## src/rtl/por_pkg.sv

```systemverilog
package por_pkg;

  typedef enum logic {
    BAT_ONE = 1'b0,
    BAT_TWO = 1'b1
  } bat_sel_e;

  localparam int unsigned MS_MIN = 40;
  localparam int unsigned MS_MAX = 200;

  // Clamp the requested stretch into the allowed window, convert to ticks.
  function automatic int unsigned stretch_ticks(input int unsigned hz,
                                                input int unsigned ms);
    longint unsigned m;
    longint unsigned t;
    m = (ms < MS_MIN) ? longint'(MS_MIN) : ((ms > MS_MAX) ? longint'(MS_MAX) : longint'(ms));
    t = (longint'(hz) * m) / 64'd1000;
    if (t == 64'd0) t = 64'd1;
    return int'(t);
  endfunction

  function automatic bat_sel_e pick_battery(input logic b2_higher);
    return b2_higher ? BAT_TWO : BAT_ONE;
  endfunction

  function automatic logic both_batteries_low(input logic ok1, input logic ok2);
    return !(ok1 || ok2);
  endfunction

endpackage

```

## src/rtl/por_fail_sync.sv

```systemverilog
module por_fail_sync (
  input  logic clk,
  input  logic rst_n,
  input  logic fail_async,
  output logic fail_sync,
  output logic fail_pending
);

  logic stage1_q;
  logic stage2_q;

  // Both stages come out of reset reporting a failure.
  always_ff @(posedge clk or negedge rst_n) begin
    if (!rst_n) begin
      stage1_q <= 1'b1;
      stage2_q <= 1'b1;
    end else begin
      stage1_q <= fail_async;
      stage2_q <= stage1_q;
    end
  end

  assign fail_sync    = stage2_q;
  assign fail_pending = stage1_q | stage2_q;

  AST_SYNC_TWO_STAGE: assert property (@(posedge clk) disable iff (!rst_n)
    $rose(stage2_q) |-> $past(fail_async, 2)) else $error("sync latency");

endmodule

```

## src/rtl/por_stretch_ctr.sv

```systemverilog
module por_stretch_ctr #(
  parameter int unsigned TERM = 16,
  parameter int unsigned CW   = 5
) (
  input  logic          clk,
  input  logic          rst_n,
  input  logic          fail_sync,
  output logic          stretching,
  output logic [CW-1:0] count
);

  localparam logic [CW-1:0] LAST = CW'(TERM - 1);

  logic          stretch_q;
  logic [CW-1:0] cnt_q;
  logic          at_last;

  assign at_last = (cnt_q == LAST);

  always_ff @(posedge clk or negedge rst_n) begin
    if (!rst_n) begin
      stretch_q <= 1'b1;
      cnt_q     <= '0;
    end else if (fail_sync) begin
      stretch_q <= 1'b1;
      cnt_q     <= '0;
    end else if (stretch_q) begin
      if (at_last) begin
        stretch_q <= 1'b0;
        cnt_q     <= '0;
      end else begin
        cnt_q <= cnt_q + 1'b1;
      end
    end
  end

  assign stretching = stretch_q;
  assign count      = cnt_q;

  AST_RESTART_ZERO: assert property (@(posedge clk) disable iff (!rst_n)
    fail_sync |=> (stretch_q && cnt_q == '0)) else $error("no restart");
  AST_NO_OVERFLOW: assert property (@(posedge clk) disable iff (!rst_n)
    stretch_q |-> (cnt_q <= LAST)) else $error("count overflow");
  AST_RELEASE_AT_TERM: assert property (@(posedge clk) disable iff (!rst_n)
    $fell(stretch_q) |-> ($past(cnt_q) == LAST)) else $error("early release");
  AST_IDLE_COUNT_ZERO: assert property (@(posedge clk) disable iff (!rst_n)
    !stretch_q |-> (cnt_q == '0)) else $error("idle count");

endmodule

```

## src/rtl/por_batt_sel.sv

```systemverilog
module por_batt_sel (
  input  logic bat1_ok,
  input  logic bat2_ok,
  input  logic bat2_higher,
  output logic bat_sel,
  output logic bat_low
);
  import por_pkg::*;

  bat_sel_e sel;

  always_comb begin
    sel     = pick_battery(bat2_higher);
    bat_sel = sel;
    bat_low = both_batteries_low(bat1_ok, bat2_ok);
  end

endmodule

```

## src/rtl/por_stretch_top.sv

```systemverilog
module por_stretch_top #(
  parameter int unsigned TB_HZ      = 32768,
  parameter int unsigned STRETCH_MS = 100
) (
  input  logic clk,
  input  logic rst_n,
  input  logic pwr_fail,
  input  logic bat1_ok,
  input  logic bat2_ok,
  input  logic bat2_higher,
  output logic rst_pull_low,
  output logic bat_sel,
  output logic bat_low
);
  import por_pkg::*;

  localparam int unsigned TERM = stretch_ticks(TB_HZ, STRETCH_MS);
  localparam int unsigned CW   = $clog2(TERM + 1);

  logic          fail_sync;
  logic          fail_pending;
  logic          stretching;
  logic [CW-1:0] count;

  por_fail_sync u_sync (
    .clk          (clk),
    .rst_n        (rst_n),
    .fail_async   (pwr_fail),
    .fail_sync    (fail_sync),
    .fail_pending (fail_pending)
  );

  por_stretch_ctr #(.TERM(TERM), .CW(CW)) u_ctr (
    .clk        (clk),
    .rst_n      (rst_n),
    .fail_sync  (fail_sync),
    .stretching (stretching),
    .count      (count)
  );

  por_batt_sel u_batt (
    .bat1_ok     (bat1_ok),
    .bat2_ok     (bat2_ok),
    .bat2_higher (bat2_higher),
    .bat_sel     (bat_sel),
    .bat_low     (bat_low)
  );

  // Raw flag gives the immediate pull; the synchronizer and counter hold it.
  assign rst_pull_low = pwr_fail | fail_pending | stretching | !rst_n;

  AST_PULL_ON_FAIL: assert property (@(posedge clk) disable iff (!rst_n)
    pwr_fail |-> rst_pull_low) else $error("fail not pulled");
  AST_HOLD_WHILE_COUNTING: assert property (@(posedge clk) disable iff (!rst_n)
    (count != '0) |-> rst_pull_low) else $error("released mid count");
  AST_SYNC_BEFORE_RELEASE: assert property (@(posedge clk) disable iff (!rst_n)
    $fell(rst_pull_low) |-> (!fail_sync && !$past(pwr_fail))) else $error("release with fail");

endmodule

```

## config.mk

```make
export PLATFORM = sky130hd
export DESIGN_NAME = por_stretch_top
export DESIGN_NICKNAME = d
export VERILOG_FILES = /design/src/rtl/por_pkg.sv /design/src/rtl/por_fail_sync.sv /design/src/rtl/por_stretch_ctr.sv /design/src/rtl/por_batt_sel.sv /design/src/rtl/por_stretch_top.sv
export SDC_FILE = /design/constraint.sdc
export NUM_CORES = 1
export LEC_CHECK = 0
export ABC_AREA = 1
export BUFFER_PORTS_ARGS = -buffer_cell sky130_fd_sc_hd__buf_2
export CORE_MARGIN = 4
export CORE_UTILIZATION = 44
export CTS_CLUSTER_DIAMETER = 50
export DETAILED_ROUTE_END_ITERATION = 16
export GPL_ROUTABILITY_DRIVEN = 0
export SYNTH_ARGS = -nofsm -noshare
export SYNTH_HDL_FRONTEND = slang
export SYNTH_SLANG_ARGS = --single-unit
export TNS_END_PERCENT = 5
```

## constraint.sdc

```tcl
create_clock -name clk -period 1.2 [get_ports clk]
set_input_delay 0.06 -clock clk [delete_from_list [all_inputs] [get_ports clk]]
set_output_delay 0.06 -clock clk [all_outputs]
set_load 0.02 [all_outputs]
```

==> impl_metrics.yaml, run 1 <==
timing:
  max_freq_ghz: 0.798
  clock-skew-final_ns: 0.00398
  maxSlewViolCount: 0
  final_hold_viol_count: 0
  setup_viol: 6
  finalCriticalPeriod_ns: 1.25
  rsz0062_at_grt: "true"
  relSlewSlack_pct: 85.8
  worstMarginPinSlew_ns: 0.213
  finalCritPeriodShare_pct: 104
  fin_ws_ns: -0.0527
global_route:
  grt_usage_pct: 16.6
  grt_first_pass_wirelength_um: 3330
  grt_pass1_vias: 778
  antenna_found_initial: 0
  grt_max_degree: 16
  grt_overflow: 0
synth:
  synth_nets: 126
  netlist_instances: 118
  synth_most_common_cell: "nand2_1"
  async_reset_ff_share_pct: 100
  synth_area_per_cell_um2: 7.60
  ys_seq_area_share_pct: 42.3
  ys.flop_type: "dfrtp_1"
  yosys.area.top_type: "dfrtp_1"
  synth_area_um2: 897
  ys_warn_count: 0
  synth_common_cells: "43 x nand2_1, 13 x inv_1, 12 x dfrtp_1, 9 x nor2_1"
  synth.distinct_cells: 20
  ys_ff_latch: 15
  synth_edf_count: 0
  synth_top_area_share_pct: 33.5
  synth_area_leaders: "dfrtp_1 33%, nand2_1 18%, dfstp_2 8.8%"
floorplanning:
  rows: 16
  die_area_um2: 2830
  die_h_um: 53.2
  boundaryPins: 9
  coreArea_um2: 1940
  die_w_um: 53.2
  start_util_pct: 46.2
routing:
  drt_iter0_markers: 6
  firstDrtPassIters: 2
  viasPerCell: 4.60
  routed_wl_um: 1870
  drc: 0
  vias: 763
  drtAntennaViolNets: 0
  wl_per_cell_um: 11.3
cells_and_area:
  syn2layout_area_growth_pct: 22.0
  final-seq-area_um2: 379
  diodes: 0
  layout-drive-gt1-share_pct: 27.3
  fill_cells: 190
  layout.nets: 148
  multi_input_area_um2: 463
setup_path:
  crit_path_max_incr_delay_ns: 0.41
  slowest_stage: "dfrtp_1"
  crit_family: "simple AND/OR/NAND/NOR gates"
  arrival_ns: 1.44
  startpoint_type: "flip-flop"
  critPathMostFrequentCell: "nand2_1"
  path_buf_inv: 0
  cp.required_ns: 1.39
  crit_path_cell_trace: "ha_2 -> nand2_1 -> nor2_1 -> nand3_2 -> nand2_2 -> nor2_4 -> nand2_1 -> nand2_1"
  cp-end-kind: "flip-flop"
  path_class: "flip-flop to flip-flop"
  cp_max_fo: 4
placed_design:
  hpwlAfterDp_um: 1390
  pre_cts_ws_ns: -0.158
  portBuffers: 6
pwr:
  combPwrFrac_pct: 9.3
  power.switching_w: 0.000228
  p_int_w: 0.000686
  swShare_pct: 24.9
  power_frac_seq_pct: 58.5
  pwr-share-clk_pct: 32.2
  power.density_nw_per_um2: 835
  p_total_w: 0.000914
  ir_drop_mv: 0.733
  power.leakage_nw: 0.524
clock_network:
  path_clk_slew_ns: 0.09
  cts_tree: "yes"
  clkSinkCount: 15
  clock_path_buffers: 2
  cts-root-buf: "clkbuf_4"
  worst_skew_pair.late_latency_ns: 0.29
  cts_htree_levels: 1
  cts_buffers: 3
outcome:
  outcome: "complete, but fails checks"
  violations: "negative setup slack"
hold_path:
  hp-class: "primary input to output pin"
job:
  max_cap_viol_count: 0
what timing repair did:
item	in CTS	in global routing
endpoints found under the setup margin	14	14
resized for setup	2	3
endpoints found under the hold margin	16	0
pin swaps	1	5
setup buffers	1	0
hold buffers	2	0
layout make-up:
type | count | area share, %
clock buffers | 3 | 2.06
clock inverters | 1 | 0.457
inverters | 14 | 4.80
multi-input cells | 87 | 42.3
flip-flops and latches | 15 | 34.6
well taps | 27 | 3.09
repair buffers | 19 | 12.7
worst reg2reg max path, stage by stage, from the launching register on:
cell	delay (ns)
dfrtp_1	0.41
ha_2	0.20
nand2_1	0.05
nor2_1	0.10
nand3_2	0.12
nand2_2	0.12
nor2_4	0.05
nand2_1	0.05
nand2_1	0.05
logic make-up (layout without fill, tap and decap cells):
family,count (synthesis),after routing,synth area share [%]
compound gates,8,8,4.88
flops,15,15,42.3
xor+xnor,5,5,4.88
simple gates,72,72,37.9
fa+ha+maj,2,2,2.79
buf+inv,16,37,7.25
metal layers:
metal	part of all wire (%)	GRT usage, %	wire (um)
met4	1.2	5.11	23
met5	0	0	0
met1	43	19.0	811
met2	51	28.1	956
met3	4.3	6.48	80
through the flow:
stage	TNS (ns)	hold slack, ns	std cells	utilization, %	instance area [um^2]
4_1_cts	-0.331	0.120	166	55.9	1090
3_5_place_dp	-0.846	0.0526	159	52.7	1020
3_3_place_gp	-0.746	0.0563	159	52.7	1020
6_report	-0.229	0.120	166	56.4	1090
5_1_grt	-1.80	0.120	166	56.4	1090
2_1_floorplan	0	-0.236	118	-	897
sequential cells by signal (all words and copies together) (netlist names):
register          count
u_sync.fail_sync      1
u_sync.stage1_q       1
u_ctr.count          12
u_ctr.stretching      1
cells in the final DEF (no fill, tap or decap), drive strengths merged:
| cell type | instances |
|---|---|
| dfstp | 3 |
| xor2 | 4 |
| nand4 | 3 |
| nor2 | 13 |
| clkinv | 1 |
| dlygate4sd3 | 2 |
| nand2 | 46 |
| ha | 2 |
| o21ai | 8 |
| inv | 14 |
| clkbuf | 3 |
| xnor2 | 1 |
| nand3 | 10 |
| buf | 17 |
| dfrtp | 12 |
worst paths after layout:
| kind | from | endpoint | slack, ns | cells after the start |
|---|---|---|---|---|
| worst max register to register | u_ctr.count[1] | u_ctr.count[11] | -0.05 | 8 |
| min in group asynchronous | rst_n | u_ctr.count[5] | 0.27 | 3 |
| worst min register to register | u_sync.stage1_q | u_sync.fail_sync | 0.38 | 0 |
| worst min-delay path | bat2_higher | bat_sel | 0.12 | 0 |
| max in group asynchronous | rst_n | u_ctr.stretching | 0.69 | 3 |
| worst max-delay path | u_ctr.count[1] | u_ctr.count[11] | -0.05 | 8 |
power by group through the flow:
stage,combinational [W],clock [W],sequential (W)
after floorplan,0.0000363,0,0.000543
after global placement,0.0000808,0,0.000543
after detailed placement,0.0000814,0,0.000543
after CTS,0.0000868,0.000303,0.000535
after global routing,0.0000965,0.000333,0.000538
final,0.0000848,0.000294,0.000535
Power figures use the tool's default switching activity.
==> run 2: changes to the inputs <==
- CELL_PAD_IN_SITES_DETAIL_PLACEMENT: default -> 0
- CELL_PAD_IN_SITES_GLOBAL_PLACEMENT: default -> 1
- CORE_UTILIZATION: 44 -> 37
- CTS_CLUSTER_DIAMETER: 50 -> default
- PLACE_DENSITY_LB_ADDON: default -> 0.1
- SLEW_MARGIN: default -> 20
==> impl_metrics.yaml, run 2 (same netlist as run 1, synthesis figures left out) <==
cells_and_area:
  layout_commonest_cell: "nand2_1"
  diodes: 0
  final_util_pct: 51.1
  largest_reg_flops: 12
  stdcell_count: 173
  layout-drive-gt1-share_pct: 32.4
  syn2layout_area_growth_pct: 28.3
  layout.nets: 154
  final_cell_mix: "42 x nand2_1, 17 x buf_4, 13 x inv_1"
timing:
  relSlewSlack_pct: 86.4
  final_hold_viol_count: 0
  rsz0062_at_grt: "true"
  max_freq_ghz: 0.794
  hold_ws_ns: 0.120
  finalCritPeriodShare_pct: 105
  clock-skew-final_ns: 0.00562
  setup_viol: 9
  fin_ws_ns: -0.0599
  maxSlewViolCount: 0
  worstMarginPinSlew_ns: 0.204
  finalCriticalPeriod_ns: 1.26
global_route:
  grt_usage_pct: 13.5
  grt_max_degree: 16
  grt_overflow: 0
  grt_pass1_vias: 813
  antenna_found_initial: 0
  grt_first_pass_wirelength_um: 3460
setup_path:
  crit_path_max_incr_delay_ns: 0.42
  cp_max_fo: 4
  cp-end-kind: "flip-flop"
  path_class: "flip-flop to flip-flop"
  cp.required_ns: 1.42
  r2r_slack_ns: -0.06
  startpoint_type: "flip-flop"
  crit_path_cell_trace: "ha_2 -> nand3_1 -> nor2_2 -> nand2_1 -> nand2_1 -> nand2_1 -> o21ai_2"
  arrival_ns: 1.48
  slowest_stage: "dfrtp_1"
  critPathMostFrequentCell: "nand2_1"
  r2r_cells: 7
  timing.rr.end: "u_ctr.count[10]"
  timing.rr.start: "u_ctr.count[1]"
floorplanning:
  coreArea_um2: 2250
  start_util_pct: 39.8
  die_h_um: 57.2
  die_area_um2: 3280
  boundaryPins: 9
  die_w_um: 57.2
  rows: 17
routing:
  drc: 0
  vias: 787
  firstDrtPassIters: 6
  drt_iter0_markers: 14
  routed_wl_um: 1980
  wl_per_cell_um: 11.5
  drtAntennaViolNets: 0
  viasPerCell: 4.55
pwr:
  ir_drop_mv: 0.737
  power.leakage_nw: 0.552
  power.density_nw_per_um2: 799
placed_design:
  hpwlAfterDp_um: 1490
  placed_cells: 166
  portBuffers: 6
clock_network:
  cts_tree: "yes"
  clkSinkCount: 15
  cts_htree_levels: 1
  cts_buffers: 3
  clock_path_buffers: 2
  path_clk_slew_ns: 0.10
  cts-root-buf: "clkbuf_4"
  worst_skew_pair.late_latency_ns: 0.28
outcome:
  outcome: "complete, but fails checks"
  violations: "negative setup slack"
job:
  max_cap_viol_count: 0
hold_path:
  hp-class: "primary input to output pin"
  worstHoldEndpoint: "bat_sel"
  min_from: "bat2_higher"
  min_path_cells: 0
-- run 2: power by group --
group	internal, W	leakage (nW)	total, W	switching (W)
combinational	0.0000423	0.338	0.0000875	0.0000452
clock	0.000124	0.0177	0.000298	0.000174
sequential	0.000520	0.197	0.000534	0.0000133
-- run 2: worst max-delay path by stage --
stage	start	to	slack, ns	cells after the start
after CTS	u_ctr.count[1]	u_ctr.count[9]	-0.1	8
after floorplan	u_ctr.count[0]	u_ctr.count[6]	0.03	8
after global routing	u_ctr.count[1]	u_ctr.count[11]	-0.16	8
after global placement	u_sync.fail_sync	rst_pull_low	-0.20	3
after detailed placement	u_sync.fail_sync	rst_pull_low	-0.22	3
final	u_ctr.count[1]	u_ctr.count[10]	-0.06	7
-- run 2: cell type report --
type / count / area (um^2)
clock inverter: 1 / 5.00
inverter: 14 / 52.6
sequential: 15 / 379
fill: 234 / 1100
clock buffer: 3 / 22.5
tap: 28 / 35.0
timing repair buffer: 25 / 184
multi-input combinational: 87 / 473
-- run 2: through the flow --
stage               setup TNS, ns  cell area, um^2  worst slack (ns)  total power, W
floorplan                       0              897            0.0273        0.000579
global placement            -1.22             1070            -0.203        0.000622
detailed placement          -1.54             1070            -0.215        0.000623
CTS                        -0.926             1130           -0.0977        0.000937
global route                -1.61             1150            -0.156        0.000966
finish                     -0.320             1150           -0.0599        0.000919
-- run 2: repair_timing --
action                                 in CTS  in global routing
setup endpoints to repair                  14                 14
hold buffers                                2                  0
endpoints found under the hold margin      16                  0
gates resized for setup                     2                  6
pin swaps                                   1                  3
buffers inserted                            1                  0
-- run 2: worst max-delay path, delay by kind of cell (launching register included) --
kind	cells	cell delay [ns]
AND/OR/NAND/NOR	5	0.44
AO/OA/AOI/OAI	1	0.12
flip-flops	1	0.42
adder cells (fa/ha/maj)	1	0.21
-- run 2: per-layer routing --
metal | global-route usage (%) | vias to the layer above | share of wire (%)
met5 | 0 | - | 0
met3 | 3.17 | 2 | 3.2
met2 | 21.7 | 10 | 47
met4 | 5.63 | 0 | 1.1
li1 | - | 420 | -
met1 | 17.2 | 355 | 48
==> run 3: changes to the inputs <==
- RECOVER_POWER: default -> 50
==> impl_metrics.yaml, run 3 (same netlist as run 1, synthesis figures left out) <==
outcome:
  outcome: "complete, but fails checks"
  violations: "negative setup slack"
clock_network:
  clkSinkCount: 15
  cts-root-buf: "clkbuf_4"
  worst_skew_pair.late_latency_ns: 0.28
  clock_path_buffers: 2
  cts_tree: "yes"
  path_clk_slew_ns: 0.10
  cts_htree_levels: 1
  cts_buffers: 3
global_route:
  antenna_found_initial: 0
  grt_overflow: 0
  grt_max_degree: 16
  grt_first_pass_wirelength_um: 3460
  grt_usage_pct: 13.5
  grt_pass1_vias: 813
cells_and_area:
  layout-drive-gt1-share_pct: 30.3
  stdcell_count: 173
  final_cell_mix: "42 x nand2_1, 16 x buf_4, 13 x inv_1"
  diodes: 0
  layout_commonest_cell: "nand2_1"
  layout.nets: 154
  largest_reg_flops: 12
  syn2layout_area_growth_pct: 27.6
  stdcell_area_um2: 1140
pwr:
  power_frac_seq_pct: 58.2
  p_total_w: 0.000917
  pwr-share-clk_pct: 32.5
  ir_drop_mv: 0.737
  power.switching_w: 0.000233
  power.density_nw_per_um2: 801
  power.leakage_nw: 0.542
  swShare_pct: 25.4
  combPwrFrac_pct: 9.3
  p_int_w: 0.000684
routing:
  drc: 0
  firstDrtPassIters: 6
  routed_wl_um: 1980
  vias: 788
  viasPerCell: 4.55
  wl_per_cell_um: 11.5
  drtAntennaViolNets: 0
  drt_iter0_markers: 14
placed_design:
  pre_cts_ws_ns: -0.215
  hpwlAfterDp_um: 1490
  placed_cells: 166
  place_area_um2: 1070
  portBuffers: 6
timing:
  max_freq_ghz: 0.794
  fin_ws_ns: -0.0598
  relSlewSlack_pct: 43.9
  worstMarginPinSlew_ns: 0.842
  final_hold_viol_count: 0
  clock-skew-final_ns: 0.00562
  finalCriticalPeriod_ns: 1.26
  maxSlewViolCount: 0
  setup_viol: 9
  finalCritPeriodShare_pct: 105
  rsz0062_at_grt: "true"
  tns_ns: -0.320
job:
  max_cap_viol_count: 0
floorplanning:
  die_area_um2: 3280
  die_h_um: 57.2
  coreArea_um2: 2250
  rows: 17
  die_w_um: 57.2
  boundaryPins: 9
  start_util_pct: 39.8
setup_path:
  startpoint_type: "flip-flop"
  arrival_ns: 1.48
  cp-end-kind: "flip-flop"
  cp_max_fo: 4
  cp.required_ns: 1.42
  path_class: "flip-flop to flip-flop"
hold_path:
  hp-class: "primary input to output pin"
[run 3: cell count changes in the layout (fill, tap and decap cells not counted), sizes merged]
cell	before	now
buf	23	19
clkbuf	3	7
[run 3: path summary, 6_finish.rpt]
kind                            startpoint                to  slack, ns  depth (start not counted)
min in group asynchronous            rst_n    u_ctr.count[2]       0.53                          3
hold reg to reg            u_sync.stage1_q  u_sync.fail_sync       0.38                          0
hold / removal                 bat2_higher           bat_sel       0.12                          0
setup reg to reg            u_ctr.count[1]   u_ctr.count[10]      -0.06                          7
setup / recovery            u_ctr.count[1]   u_ctr.count[10]      -0.06                          7
max in group asynchronous            rst_n    u_ctr.count[9]       0.15                          3
[run 3: layout make-up]
class	count	area, um^2
clock inverter	1	5.00
sequential	15	379
timing repair buffer	25	178
tap	28	35.0
fill	236	1110
multi-input combinational	87	473
clock buffer	3	22.5
inverter	14	52.6
[run 3: layer usage]
layer	vias to the layer above	track usage (%)	wire, um
li1	420	-	-
met1	356	17.2	966
met2	10	21.7	931
met3	2	3.17	63
met4	0	5.63	22
met5	-	0	0
[run 3: what timing repair did]
action                                  CTS  global route
setup buffers                             1             0
hold buffers                              2             0
hold endpoints to repair                 16             0
pin swaps                                 1             3
resized for setup                         2             6
endpoints found under the setup margin   14            14
[run 3: per-stage QoR]
| step | hold slack, ns | util (%) |
|---|---|---|
| after floorplan | -0.236 | - |
| after global placement | 0.0608 | 47.4 |
| after detailed placement | 0.0538 | 47.4 |
| after CTS | 0.120 | 50.2 |
| after global routing | 0.120 | 50.8 |
| final | 0.120 | 50.8 |
[run 3: worst max-delay path, stage by stage, from the launching register on]
cell and delay [ns]:
dfrtp_1 0.42, ha_2 0.21, nand3_1 0.09, nor2_2 0.16
nand2_1 0.07, nand2_1 0.06, nand2_1 0.06, o21ai_2 0.12
[run 3: power by group through the flow]
stage	Combinational, W	Clock, W	Sequential [W]
final	0.0000851	0.000298	0.000534
after global routing	0.0000967	0.000331	0.000536
after CTS	0.0000870	0.000317	0.000533
after detailed placement	0.0000817	0	0.000542
after global placement	0.0000811	0	0.000541
after floorplan	0.0000363	0	0.000543
